<file path="src/rtl/cls_pkg.sv">
package cls_pkg;
  localparam int VID_W    = 12;
  localparam int TC_W     = 3;
  localparam int N_PCP    = 8;
  localparam int N_TRAP   = 2;
  localparam int MAC_W    = 48;

  localparam logic [23:0]     MGMT_PFX_A = 24'h0180C2;
  localparam logic [23:0]     MGMT_PFX_B = 24'h01191B;
  localparam logic [TC_W-1:0] TC_MGMT    = 3'd7;

  // register addresses
  localparam int A_TPID   = 0;
  localparam int A_PORT   = 1;
  localparam int A_FWD    = 2;
  localparam int A_PCPMAP = 3;
  localparam int A_TRAP   = 4;   // 4 words per filter
  localparam int A_SLOT   = 16;

  typedef logic [N_PCP-1:0][TC_W-1:0] pcp_map_t;

  typedef struct packed {
    logic             en;
    logic [MAC_W-1:0] val;
    logic [MAC_W-1:0] mask;
  } trap_cfg_t;

  function automatic pcp_map_t pcp_identity();
    pcp_map_t m;
    for (int p = 0; p < N_PCP; p++) m[p] = TC_W'(p);
    return m;
  endfunction
endpackage

</file>
<file path="src/rtl/cls_cfg_regs.sv">
module cls_cfg_regs
  import cls_pkg::*;
#(
  parameter int NUM_PORTS = 5,
  parameter int N_SLOTS   = 8,
  parameter int CFG_AW    = 5
) (
  input  logic                                clk_i,
  input  logic                                rst_ni,
  input  logic                                we_i,
  input  logic [CFG_AW-1:0]                   addr_i,
  input  logic [31:0]                         wdata_i,
  output logic [15:0]                         tpid_o,
  output logic [VID_W-1:0]                    pvid_o,
  output logic [TC_W-1:0]                     pprio_o,
  output logic                                filt_en_o,
  output logic [NUM_PORTS-1:0]                fwd_o,
  output pcp_map_t                            pcp_map_o,
  output trap_cfg_t [N_TRAP-1:0]              trap_o,
  output logic [N_SLOTS-1:0]                  slot_valid_o,
  output logic [N_SLOTS-1:0][VID_W-1:0]       slot_vid_o,
  output logic [N_SLOTS-1:0][NUM_PORTS-1:0]   slot_mem_o
);
  function automatic logic hit(input int a);
    return we_i && (addr_i == CFG_AW'(a));
  endfunction

  logic [N_TRAP-1:0] trap_en_q;

  always_ff @(posedge clk_i or negedge rst_ni) begin
    if (!rst_ni) begin
      tpid_o    <= 16'h8100;
      pvid_o    <= VID_W'(1);
      pprio_o   <= '0;
      filt_en_o <= 1'b0;
      trap_en_q <= '0;
      fwd_o     <= '1;
      pcp_map_o <= pcp_identity();
    end else begin
      if (hit(A_TPID)) tpid_o <= wdata_i[15:0];
      if (hit(A_PORT)) begin
        pvid_o    <= wdata_i[VID_W-1:0];
        pprio_o   <= wdata_i[14:12];
        filt_en_o <= wdata_i[16];
        trap_en_q <= wdata_i[17 +: N_TRAP];
      end
      if (hit(A_FWD))    fwd_o     <= wdata_i[NUM_PORTS-1:0];
      if (hit(A_PCPMAP)) pcp_map_o <= wdata_i[N_PCP*TC_W-1:0];
    end
  end

  for (genvar k = 0; k < N_TRAP; k++) begin : g_trap
    localparam int BASE = A_TRAP + 4 * k;
    logic [MAC_W-1:0] val_q, mask_q;
    always_ff @(posedge clk_i or negedge rst_ni) begin
      if (!rst_ni) begin
        val_q  <= '0;
        mask_q <= '0;
      end else begin
        if (hit(BASE))     val_q[31:0]   <= wdata_i;
        if (hit(BASE + 1)) val_q[47:32]  <= wdata_i[15:0];
        if (hit(BASE + 2)) mask_q[31:0]  <= wdata_i;
        if (hit(BASE + 3)) mask_q[47:32] <= wdata_i[15:0];
      end
    end
    assign trap_o[k] = '{en: trap_en_q[k], val: val_q, mask: mask_q};
  end

  for (genvar i = 0; i < N_SLOTS; i++) begin : g_slot
    always_ff @(posedge clk_i or negedge rst_ni) begin
      if (!rst_ni) begin
        slot_valid_o[i] <= 1'b0;
        slot_vid_o[i]   <= '0;
        slot_mem_o[i]   <= '0;
      end else if (hit(A_SLOT + i)) begin
        slot_valid_o[i] <= wdata_i[31];
        slot_vid_o[i]   <= wdata_i[VID_W-1:0];
        slot_mem_o[i]   <= wdata_i[16 +: NUM_PORTS];
      end
    end
  end
endmodule

</file>
<file path="src/rtl/cls_trap_filter.sv">
module cls_trap_filter
  import cls_pkg::*;
(
  input  logic [MAC_W-1:0] dmac_i,
  input  trap_cfg_t        cfg_i,
  output logic             hit_o
);
  assign hit_o = cfg_i.en && (((dmac_i ^ cfg_i.val) & cfg_i.mask) == '0);
endmodule

</file>
<file path="src/rtl/cls_vlan_table.sv">
module cls_vlan_table
  import cls_pkg::*;
#(
  parameter int NUM_PORTS = 5,
  parameter int N_SLOTS   = 8
) (
  input  logic [VID_W-1:0]                  vid_i,
  input  logic [N_SLOTS-1:0]                slot_valid_i,
  input  logic [N_SLOTS-1:0][VID_W-1:0]     slot_vid_i,
  input  logic [N_SLOTS-1:0][NUM_PORTS-1:0] slot_mem_i,
  output logic                              hit_o,
  output logic [NUM_PORTS-1:0]              members_o
);
  // lowest matching slot wins
  always_comb begin
    hit_o     = 1'b0;
    members_o = '0;
    for (int i = N_SLOTS - 1; i >= 0; i--) begin
      if (slot_valid_i[i] && slot_vid_i[i] == vid_i) begin
        hit_o     = 1'b1;
        members_o = slot_mem_i[i];
      end
    end
  end
endmodule

</file>
<file path="src/rtl/port_ingress_classifier.sv">
module port_ingress_classifier
  import cls_pkg::*;
#(
  parameter int NUM_PORTS = 5,
  parameter int PORT_ID   = 1,
  parameter int CPU_PORT  = 4,
  parameter int N_SLOTS   = 8,
  parameter int CFG_AW    = 5
) (
  input  logic                 clk_i,
  input  logic                 rst_ni,
  input  logic                 cfg_we_i,
  input  logic [CFG_AW-1:0]    cfg_addr_i,
  input  logic [31:0]          cfg_wdata_i,
  input  logic                 hdr_valid_i,
  input  logic [47:0]          dmac_i,
  input  logic [15:0]          ethtype_i,
  input  logic [15:0]          tci_i,
  output logic                 dec_valid_o,
  output logic                 tagged_o,
  output logic [11:0]          vid_o,
  output logic [2:0]           tc_o,
  output logic                 trap_o,
  output logic                 drop_o,
  output logic [NUM_PORTS-1:0] egress_mask_o
);
  localparam logic [NUM_PORTS-1:0] SELF_BIT = NUM_PORTS'(1) << PORT_ID;
  localparam logic [NUM_PORTS-1:0] CPU_BIT  = NUM_PORTS'(1) << CPU_PORT;

  logic [15:0]                        tpid;
  logic [VID_W-1:0]                   pvid;
  logic [TC_W-1:0]                    pprio;
  logic                               filt_en;
  logic [NUM_PORTS-1:0]               fwd;
  pcp_map_t                           pcp_map;
  trap_cfg_t [N_TRAP-1:0]             trap_cfg;
  logic [N_SLOTS-1:0]                 slot_valid;
  logic [N_SLOTS-1:0][VID_W-1:0]      slot_vid;
  logic [N_SLOTS-1:0][NUM_PORTS-1:0]  slot_mem;

  cls_cfg_regs #(
    .NUM_PORTS(NUM_PORTS), .N_SLOTS(N_SLOTS), .CFG_AW(CFG_AW)
  ) u_regs (
    .clk_i, .rst_ni,
    .we_i(cfg_we_i), .addr_i(cfg_addr_i), .wdata_i(cfg_wdata_i),
    .tpid_o(tpid), .pvid_o(pvid), .pprio_o(pprio), .filt_en_o(filt_en),
    .fwd_o(fwd), .pcp_map_o(pcp_map), .trap_o(trap_cfg),
    .slot_valid_o(slot_valid), .slot_vid_o(slot_vid), .slot_mem_o(slot_mem)
  );

  logic [N_TRAP-1:0] trap_hit;
  for (genvar k = 0; k < N_TRAP; k++) begin : g_flt
    cls_trap_filter u_flt (.dmac_i(dmac_i), .cfg_i(trap_cfg[k]), .hit_o(trap_hit[k]));
  end

  logic             is_tagged, is_mgmt, is_trap, vlan_hit, is_member, is_drop;
  logic [VID_W-1:0] vid_d;
  logic [TC_W-1:0]  tc_d;
  logic [NUM_PORTS-1:0] vlan_mem, egr_d;

  assign is_tagged = (ethtype_i == tpid);
  assign vid_d     = is_tagged ? tci_i[11:0] : pvid;
  assign is_mgmt   = (dmac_i[47:24] == MGMT_PFX_A) || (dmac_i[47:24] == MGMT_PFX_B);

  always_comb begin
    if (is_mgmt)        tc_d = TC_MGMT;
    else if (is_tagged) tc_d = pcp_map[tci_i[15:13]];
    else                tc_d = pprio;
  end

  cls_vlan_table #(.NUM_PORTS(NUM_PORTS), .N_SLOTS(N_SLOTS)) u_vtab (
    .vid_i(vid_d), .slot_valid_i(slot_valid), .slot_vid_i(slot_vid),
    .slot_mem_i(slot_mem), .hit_o(vlan_hit), .members_o(vlan_mem)
  );

  assign is_trap   = |trap_hit;
  assign is_member = vlan_hit && vlan_mem[PORT_ID];
  assign is_drop   = !is_trap && filt_en && !is_member;

  always_comb begin
    if (is_trap)      egr_d = CPU_BIT;
    else if (is_drop) egr_d = '0;
    else              egr_d = fwd & vlan_mem & ~SELF_BIT;
  end

  always_ff @(posedge clk_i or negedge rst_ni) begin
    if (!rst_ni) begin
      dec_valid_o   <= 1'b0;
      tagged_o      <= 1'b0;
      vid_o         <= '0;
      tc_o          <= '0;
      trap_o        <= 1'b0;
      drop_o        <= 1'b0;
      egress_mask_o <= '0;
    end else begin
      dec_valid_o <= hdr_valid_i;
      if (hdr_valid_i) begin
        tagged_o      <= is_tagged;
        vid_o         <= vid_d;
        tc_o          <= tc_d;
        trap_o        <= is_trap;
        drop_o        <= is_drop;
        egress_mask_o <= egr_d;
      end
    end
  end
endmodule

</file>
<file path="config.mk">
export PLATFORM = sky130hd
export DESIGN_NAME = port_ingress_classifier
export DESIGN_NICKNAME = d
export VERILOG_FILES = /design/src/rtl/cls_pkg.sv /design/src/rtl/cls_cfg_regs.sv /design/src/rtl/cls_trap_filter.sv /design/src/rtl/cls_vlan_table.sv /design/src/rtl/port_ingress_classifier.sv
export SDC_FILE = /design/constraint.sdc
export NUM_CORES = 1
export LEC_CHECK = 0
export CAP_MARGIN = 20
export CELL_PAD_IN_SITES_DETAIL_PLACEMENT = 1
export CELL_PAD_IN_SITES_GLOBAL_PLACEMENT = 1
export CORE_ASPECT_RATIO = 1.25
export CORE_MARGIN = 2
export CORE_UTILIZATION = 45
export CTS_CLUSTER_DIAMETER = 150
export DETAILED_ROUTE_END_ITERATION = 7
export PLACE_DENSITY = 0.75
export RECOVER_POWER = 25
export SETUP_SLACK_MARGIN = 0.3
export SYNTH_ARGS = -nofsm -noshare
export SYNTH_HDL_FRONTEND = slang
export SYNTH_SLANG_ARGS = --single-unit
export TNS_END_PERCENT = 10
</file>
<file path="constraint.sdc">
create_clock -name clk_i -period 3.8 [get_ports clk_i]
set_input_delay 0.57 -clock clk_i [delete_from_list [all_inputs] [get_ports clk_i]]
set_output_delay 0.57 -clock clk_i [all_outputs]
set_load 0.1 [all_outputs]
</file>
# Word level (Yosys, flattened, before mapping)
# Index checks and enable logic that the tools add are counted.
dict set report op_classes {
  n_addsub 0
  multipliers 0
  div_mod_pow 0
  order_cmp 1
  n_eq_ne 30
  shift 0
  n_mux 23
  bitwise 5
  n_reduce_logical 40
}
# op n
set op_table {}
lappend op_table {{AND 48 bit} 2}
lappend op_table {{== test 12 bit} 8}
lappend op_table {{logical NOT 48 bit} 2}
lappend op_table {{bitwise XOR 48 bit} 2}
lappend op_table {{2-to-1 mux 5 bit} 10}
lappend op_table {{== test 24 x 17 -> 1 bit (second input constant)} 2}
lappend op_table {{== test 5 bit (second input constant)} 8}
lappend op_table {{logical AND 1 bit} 33}
lappend op_table {{== test 5 x 3 -> 1 bit (second input constant)} 4}
lappend op_table {{== test 5 x 4 -> 1 bit (second input constant)} 4}
lappend op_table {{== test 16 bit} 1}
lappend op_table {{2-to-1 mux 12 bit} 1}
lappend op_table {{== test 5 x 2 -> 1 bit (second input constant)} 2}
lappend op_table {{binary-select mux 3 bit (select 3 bit)} 1}
lappend op_table {{2-to-1 mux 3 bit} 3}
lappend op_table {{2-to-1 mux 1 bit} 8}
lappend op_table {{AND 5 bit} 1}
lappend op_table {{== test 5 x 1 -> 1 bit (second input constant)} 1}
lappend op_table {{logical NOT 5 bit} 1}
lappend op_table {{< comparator 3 x 4 -> 1 bit (second input constant)} 1}
lappend op_table {{logical NOT 1 bit} 2}
lappend op_table {{OR reduction 2 bit} 1}
lappend op_table {{logical OR 1 bit} 1}
dict set report totals {
  ff_bits 423
  latch_bits 0
  ram_bits 0
  romBits 0
  inputBits 121
  out_inout_bits 24
  memories 0
}

# Depth between registers and ports, before layout
dict set report logic_depth {
  depth_word 17
  depth_mapped 13
  ltp_nobuf 10
}

# By module
# From an unflattened synthesis, not the netlist that was laid out.
dict set report unflattened {
  cells_unflattened 1419
  hier_area_um2 19731.4
}
# mod n_inst cells_per_inst area_each_um2 seq_area_each_um2
set by_module_without_submodules {}
lappend by_module_without_submodules {cls_cfg_regs 1 900 15030.7 10009.6}
lappend by_module_without_submodules {cls_vlan_table 1 236 1833.0 0.0}
lappend by_module_without_submodules {port_ingress_classifier 1 127 1511.4 575.6}
lappend by_module_without_submodules {cls_trap_filter 2 78 678.2 0.0}

# Least setup slack after synthesis
# Ideal clock, no wire load.
dict set report synth_path {
  kind {input -> register}
  from {input tci_i[8]}
  to {register drop_o}
  setup_ns 0.125
  arrival_time_ns 2.918
  slack_ns 0.757
  stages 10
  path_cell_list {clkbuf_1 > xnor2_1 > nand3_1 > or4_1 > a22oi_4 > inv_2 > a311o_1 > a221oi_2 > nor3_2 > mux2_2}
}
dict set report synth_between {
  elab_chain_len 14
  elab_cells_between_ends 36
}
# item line
set synth_lines {}
lappend synth_lines {{start: declaration} port_ingress_classifier.sv:18} ;# input logic [15:0] tci_i,
lappend synth_lines {{2-to-1 mux 12 bit *} port_ingress_classifier.sv:62} ;# assign vid_d = is_tagged ? tci_i[11:0] : pvid;
lappend synth_lines {{== test 12 bit} cls_vlan_table.sv:19} ;# if (slot_valid_i[i] && slot_vid_i[i] == vid_i) begin
lappend synth_lines {{logical AND 1 bit} cls_vlan_table.sv:19}
lappend synth_lines {{2-to-1 mux 1 bit / 2-to-1 mux 5 bit (equally long branches) (8 in a row)} cls_vlan_table.sv:19}
lappend synth_lines {{logical AND 1 bit *} port_ingress_classifier.sv:77} ;# assign is_member = vlan_hit && vlan_mem[PORT_ID];
lappend synth_lines {{logical NOT 1 bit *} port_ingress_classifier.sv:78} ;# assign is_drop = !is_trap && filt_en && !is_member;
lappend synth_lines {{logical AND 1 bit *} port_ingress_classifier.sv:78}
lappend synth_lines {{end signal: assignment} port_ingress_classifier.sv:102} ;# drop_o <= is_drop;
lappend synth_lines {{end: declaration} port_ingress_classifier.sv:24} ;# output logic drop_o,
# Mark *: on every way between the ends. The rest lies on a longest branch, timed or not.
# A chain may end at the register's enable or synchronous reset.

# Worst setup path in the final report
dict set report layout_path {
  from {register u_regs.tpid_o[14]}
  to {register drop_o}
}
dict set report layout_between {
  elab_chain_len 15
  elab_cells_between_ends 37
}
# item line
set layout_lines {}
lappend layout_lines {{start: declaration} cls_cfg_regs.sv:13} ;# output logic [15:0] tpid_o,
lappend layout_lines {{start signal: assignment} cls_cfg_regs.sv:40} ;# if (hit(A_TPID)) tpid_o <= wdata_i[15:0];
lappend layout_lines {{== test 16 bit *} port_ingress_classifier.sv:61} ;# assign is_tagged = (ethtype_i == tpid);
lappend layout_lines {{2-to-1 mux 12 bit *} port_ingress_classifier.sv:62}
lappend layout_lines {{== test 12 bit} cls_vlan_table.sv:19}
lappend layout_lines {{logical AND 1 bit} cls_vlan_table.sv:19}
lappend layout_lines {{2-to-1 mux 1 bit / 2-to-1 mux 5 bit (equally long branches) (8 in a row)} cls_vlan_table.sv:19}
lappend layout_lines {{logical AND 1 bit *} port_ingress_classifier.sv:77}
lappend layout_lines {{logical NOT 1 bit *} port_ingress_classifier.sv:78}
lappend layout_lines {{logical AND 1 bit *} port_ingress_classifier.sv:78}
# Marked as above.

==> results.sh <==
export IMPL_cp_arrival_ns=3.87
export IMPL_drv_slew=53
export IMPL_area_delta_synth_final_pct=19.4
export IMPL_switching_share=0.300
export IMPL_drive_gt1_frac=0.337
export IMPL_ys_seq_area_frac=0.518
export IMPL_synth_ff_type="dfrtp_1"
export IMPL_grt_start_max_net_pins=91
export IMPL_path_clk_slew_ns=0.06
export IMPL_ys_warn_count=0
export IMPL_routed_wl_um=63700
export IMPL_hold_start="trap_o"
export IMPL_hpwl_um=43400
export IMPL_p_int_uw=9380
export IMPL_dieHeight_um=242
export IMPL_clkSinkCount=421
export IMPL_crit_path_start_kind="flip-flop"
export IMPL_startpoint="u_regs.tpid_o[14]"
export IMPL_critPathMaxFanout=9
export IMPL_reg2reg_depth=13
export IMPL_core_um2=45000
export IMPL_peakVddDrop_v=0.000373
export IMPL_cts_buffers=46
export IMPL_cts_root_buf="clkbuf_16"
export IMPL_postSynthCellCount=1580
export IMPL_dr_total_vias=13800
export IMPL_syn_area_um2=20400
export IMPL_synth_seq_cells=421
export IMPL_rsz0062_at_grt="yes"
export IMPL_reg2reg_slack_ns=0.39
export IMPL_combPwrFrac=0.215
export IMPL_endpoint="drop_o"
export IMPL_hold_path_class="flip-flop to flip-flop"
export IMPL_synth_async_reset_ratio=1.00
export IMPL_io_pins=145
export IMPL_syn_num_nets=1701
export IMPL_detail_route_antenna_nets=0
export IMPL_status="complete, but fails checks"
export IMPL_p_leak_uw=0.0108
export IMPL_viasPerCell=5.84
export IMPL_period_needed_ns=3.41
export IMPL_start_util=0.454
export IMPL_clkPwrFrac=0.326
export IMPL_required_ns=4.27
export IMPL_fin_skew_ns=0.0181
export IMPL_regToRegStartpoint="u_regs.tpid_o[14]"
export IMPL_p_per_area_nw_per_um2=550
export IMPL_grt_pass1_wl_um=96700
export IMPL_dr_pass1_iters=7
export IMPL_timing_final_crit_share=0.897
export IMPL_cts_tree="built"
export IMPL_portBuffers=142
export IMPL_die_x_um=194
export IMPL_fp_dieArea_um2=47100
export IMPL_seqPwrFrac=0.458
export IMPL_synth_edf_count=0
export IMPL_r2r_end="drop_o"
export IMPL_insertion_delay_ns=0.59
export IMPL_n_antenna_cell=0
export IMPL_htree_levels=2
export IMPL_worstSetupPathType="flip-flop to flip-flop"
export IMPL_hold_violations=0
export IMPL_grtUsageTotal=0.273
export IMPL_final_instance_count_excl_fill=2358
export IMPL_dpl_worst_slack_ns=-0.351
export IMPL_post_cts_buffers=0
export IMPL_switching_power_uw=4030
export IMPL_final_nets=1866
export IMPL_cts_path_max_buffers=3
export IMPL_grt_overflow=0
export IMPL_synth_cell_types=70
export IMPL_violations="DRC, capacitance limit, slew limit"
export IMPL_num_rows=87
export IMPL_tightest_slew_ns=1.58
export IMPL_drc=8
export IMPL_endpoint_kind="flip-flop"
export IMPL_slew_headroom=-0.0561
export IMPL_place_congestion=0.861
export IMPL_dpl_cell_count=2271
export IMPL_antenna_found_initial=0
export IMPL_worst_slack_ns=0.393
export IMPL_drv_cap=1
export IMPL_hold_ws_ns=0.479
export IMPL_fmaxAchievable_mhz=294
export IMPL_first_iter_violations=710
export IMPL_grt_pass1_vias=15500
export IMPL_setup_viol=0
export IMPL_wl_per_cell_um=27.0
export IMPL_post_synth_cell_area_avg_um2=12.9
## worst max-delay path: stages (launching register included)
cell and delay, ns:
dfrtp_1 0.41, xor2_1 0.18, nor4_2 0.38, nand4_1 0.17, buf_6 0.19, buf_4 0.14
mux2i_1 0.14, xnor2_1 0.31, nor3_4 0.12, buf_4 0.16, a311o_1 0.36, a221oi_2 0.34
nor3_4 0.10, mux2_2 0.27
## placed cells by master, fill, tap and decap left out, drive strengths merged, types with 5 or more instances in the layout
cell type,count
a21oi,24
a22oi,42
a31oi,6
and3,8
buf,79
clkbuf,78
clkdlybuf4s50,140
clkinv,8
dfrtp,402
dfstp,19
inv,18
mux2,403
mux2i,16
mux4,6
nand2,43
nand2b,5
nand3,13
nand4,37
nor2,31
nor3,16
nor4,23
o21ai,12
o31ai,7
or3,5
xnor2,118
xor2,159
## metal layers
layer  up-vias  GRT usage  part of all wire
met1      7316      0.323              0.40
met4         0      0.123             0.043
met3       150     0.0327             0.037
li1       5938          -                 -
met5         -          0                 0
met2       364      0.495              0.52
## sequential cells by signal, summed over array words and instances, names as in the netlist, 2 cells and up
signal,cells
egress_mask_o,4
tc_o,3
u_regs.fwd_o,4
u_regs.g_trap.mask_q,96
u_regs.g_trap.val_q,96
u_regs.pcp_map_o,24
u_regs.pprio_o,3
u_regs.pvid_o,12
u_regs.slot_mem_o,40
u_regs.slot_valid_o,8
u_regs.slot_vid_o,96
u_regs.tpid_o,16
u_regs.trap_en_q,2
vid_o,12
## cell families after synthesis
family	share of synthesized area
compound gates	0.0445
xor+xnor	0.119
buf+inv	0.0242
flops	0.518
mux	0.238
other cells	0.000184
simple gates	0.0571
## metrics by stage
step | utilization | TNS (ns) | power [uW] | cell area (um2)
final | 0.542 | 0 | 13400 | 24400
after global routing | 0.542 | 0 | 14000 | 24400
after CTS | 0.541 | 0 | 13500 | 24300
after detailed placement | 0.508 | -1.71 | 9060 | 22800
after global placement | 0.508 | -0.770 | 8870 | 22800
after floorplan | - | 0 | 7920 | 20400
## Yosys cell counts (5+ instances only)
library cell / count / share of area
a21oi_1: 23 / 0.0056
a22oi_1: 41 / 0.015
a31oi_1: 6 / 0.0018
and3_1: 8 / 0.0025
buf_1: 24 / 0.0044
clkbuf_1: 77 / 0.014
dfrtp_1: 402 / 0.49
dfstp_2: 19 / 0.024
inv_1: 16 / 0.0029
mux2_1: 7 / 0.0039
mux2_2: 396 / 0.22
mux2i_1: 14 / 0.0069
mux4_2: 6 / 0.0066
nand2_1: 43 / 0.0079
nand2b_1: 5 / 0.0015
nand3_1: 13 / 0.0032
nand4_1: 37 / 0.011
nor2_1: 31 / 0.0057
nor3_1: 13 / 0.0032
nor4_1: 19 / 0.0058
o21ai_0: 11 / 0.0027
o31ai_1: 7 / 0.0026
or3_1: 5 / 0.0015
xnor2_1: 118 / 0.051
xor2_1: 159 / 0.068
## power groups by stage
stage	Combinational, uW	Sequential [uW]	Clock (uW)
2_1_floorplan	1850	6070	0
3_3_place_gp	2750	6120	0
3_5_place_dp	2870	6200	0
4_1_cts	2900	6130	4450
5_1_grt	3120	6240	4610
6_report	2890	6140	4380
## worst min-delay path by stage
stage	endpoint	cells after the start
after floorplan	dec_valid_o	0
after global placement	trap_o	1
after detailed placement	trap_o	1
after CTS	trap_o	1
after global routing	trap_o	1
final	trap_o	1
## cell type report
class / instances / area (um2)
flip-flops and latches: 421 / 10600
clock buffers: 74 / 1410
fillers: 4455 / 20600
repair buffers: 225 / 2130
clock inverters: 9 / 48.8
multi-input cells: 1034 / 9430
well taps: 578 / 723
inverters: 17 / 63.8
## what timing repair did
| item | in CTS | in global routing |
|---|---|---|
| resized for setup | 1 | 10 |
| endpoints found under the setup margin | 5 | 5 |
| hold buffers | 1 | 0 |
| endpoints found under the hold margin | 47 | 0 |
| pin swaps | 0 | 5 |
| cloned | 0 | 0 |
(Power assumes the default switching activity.)
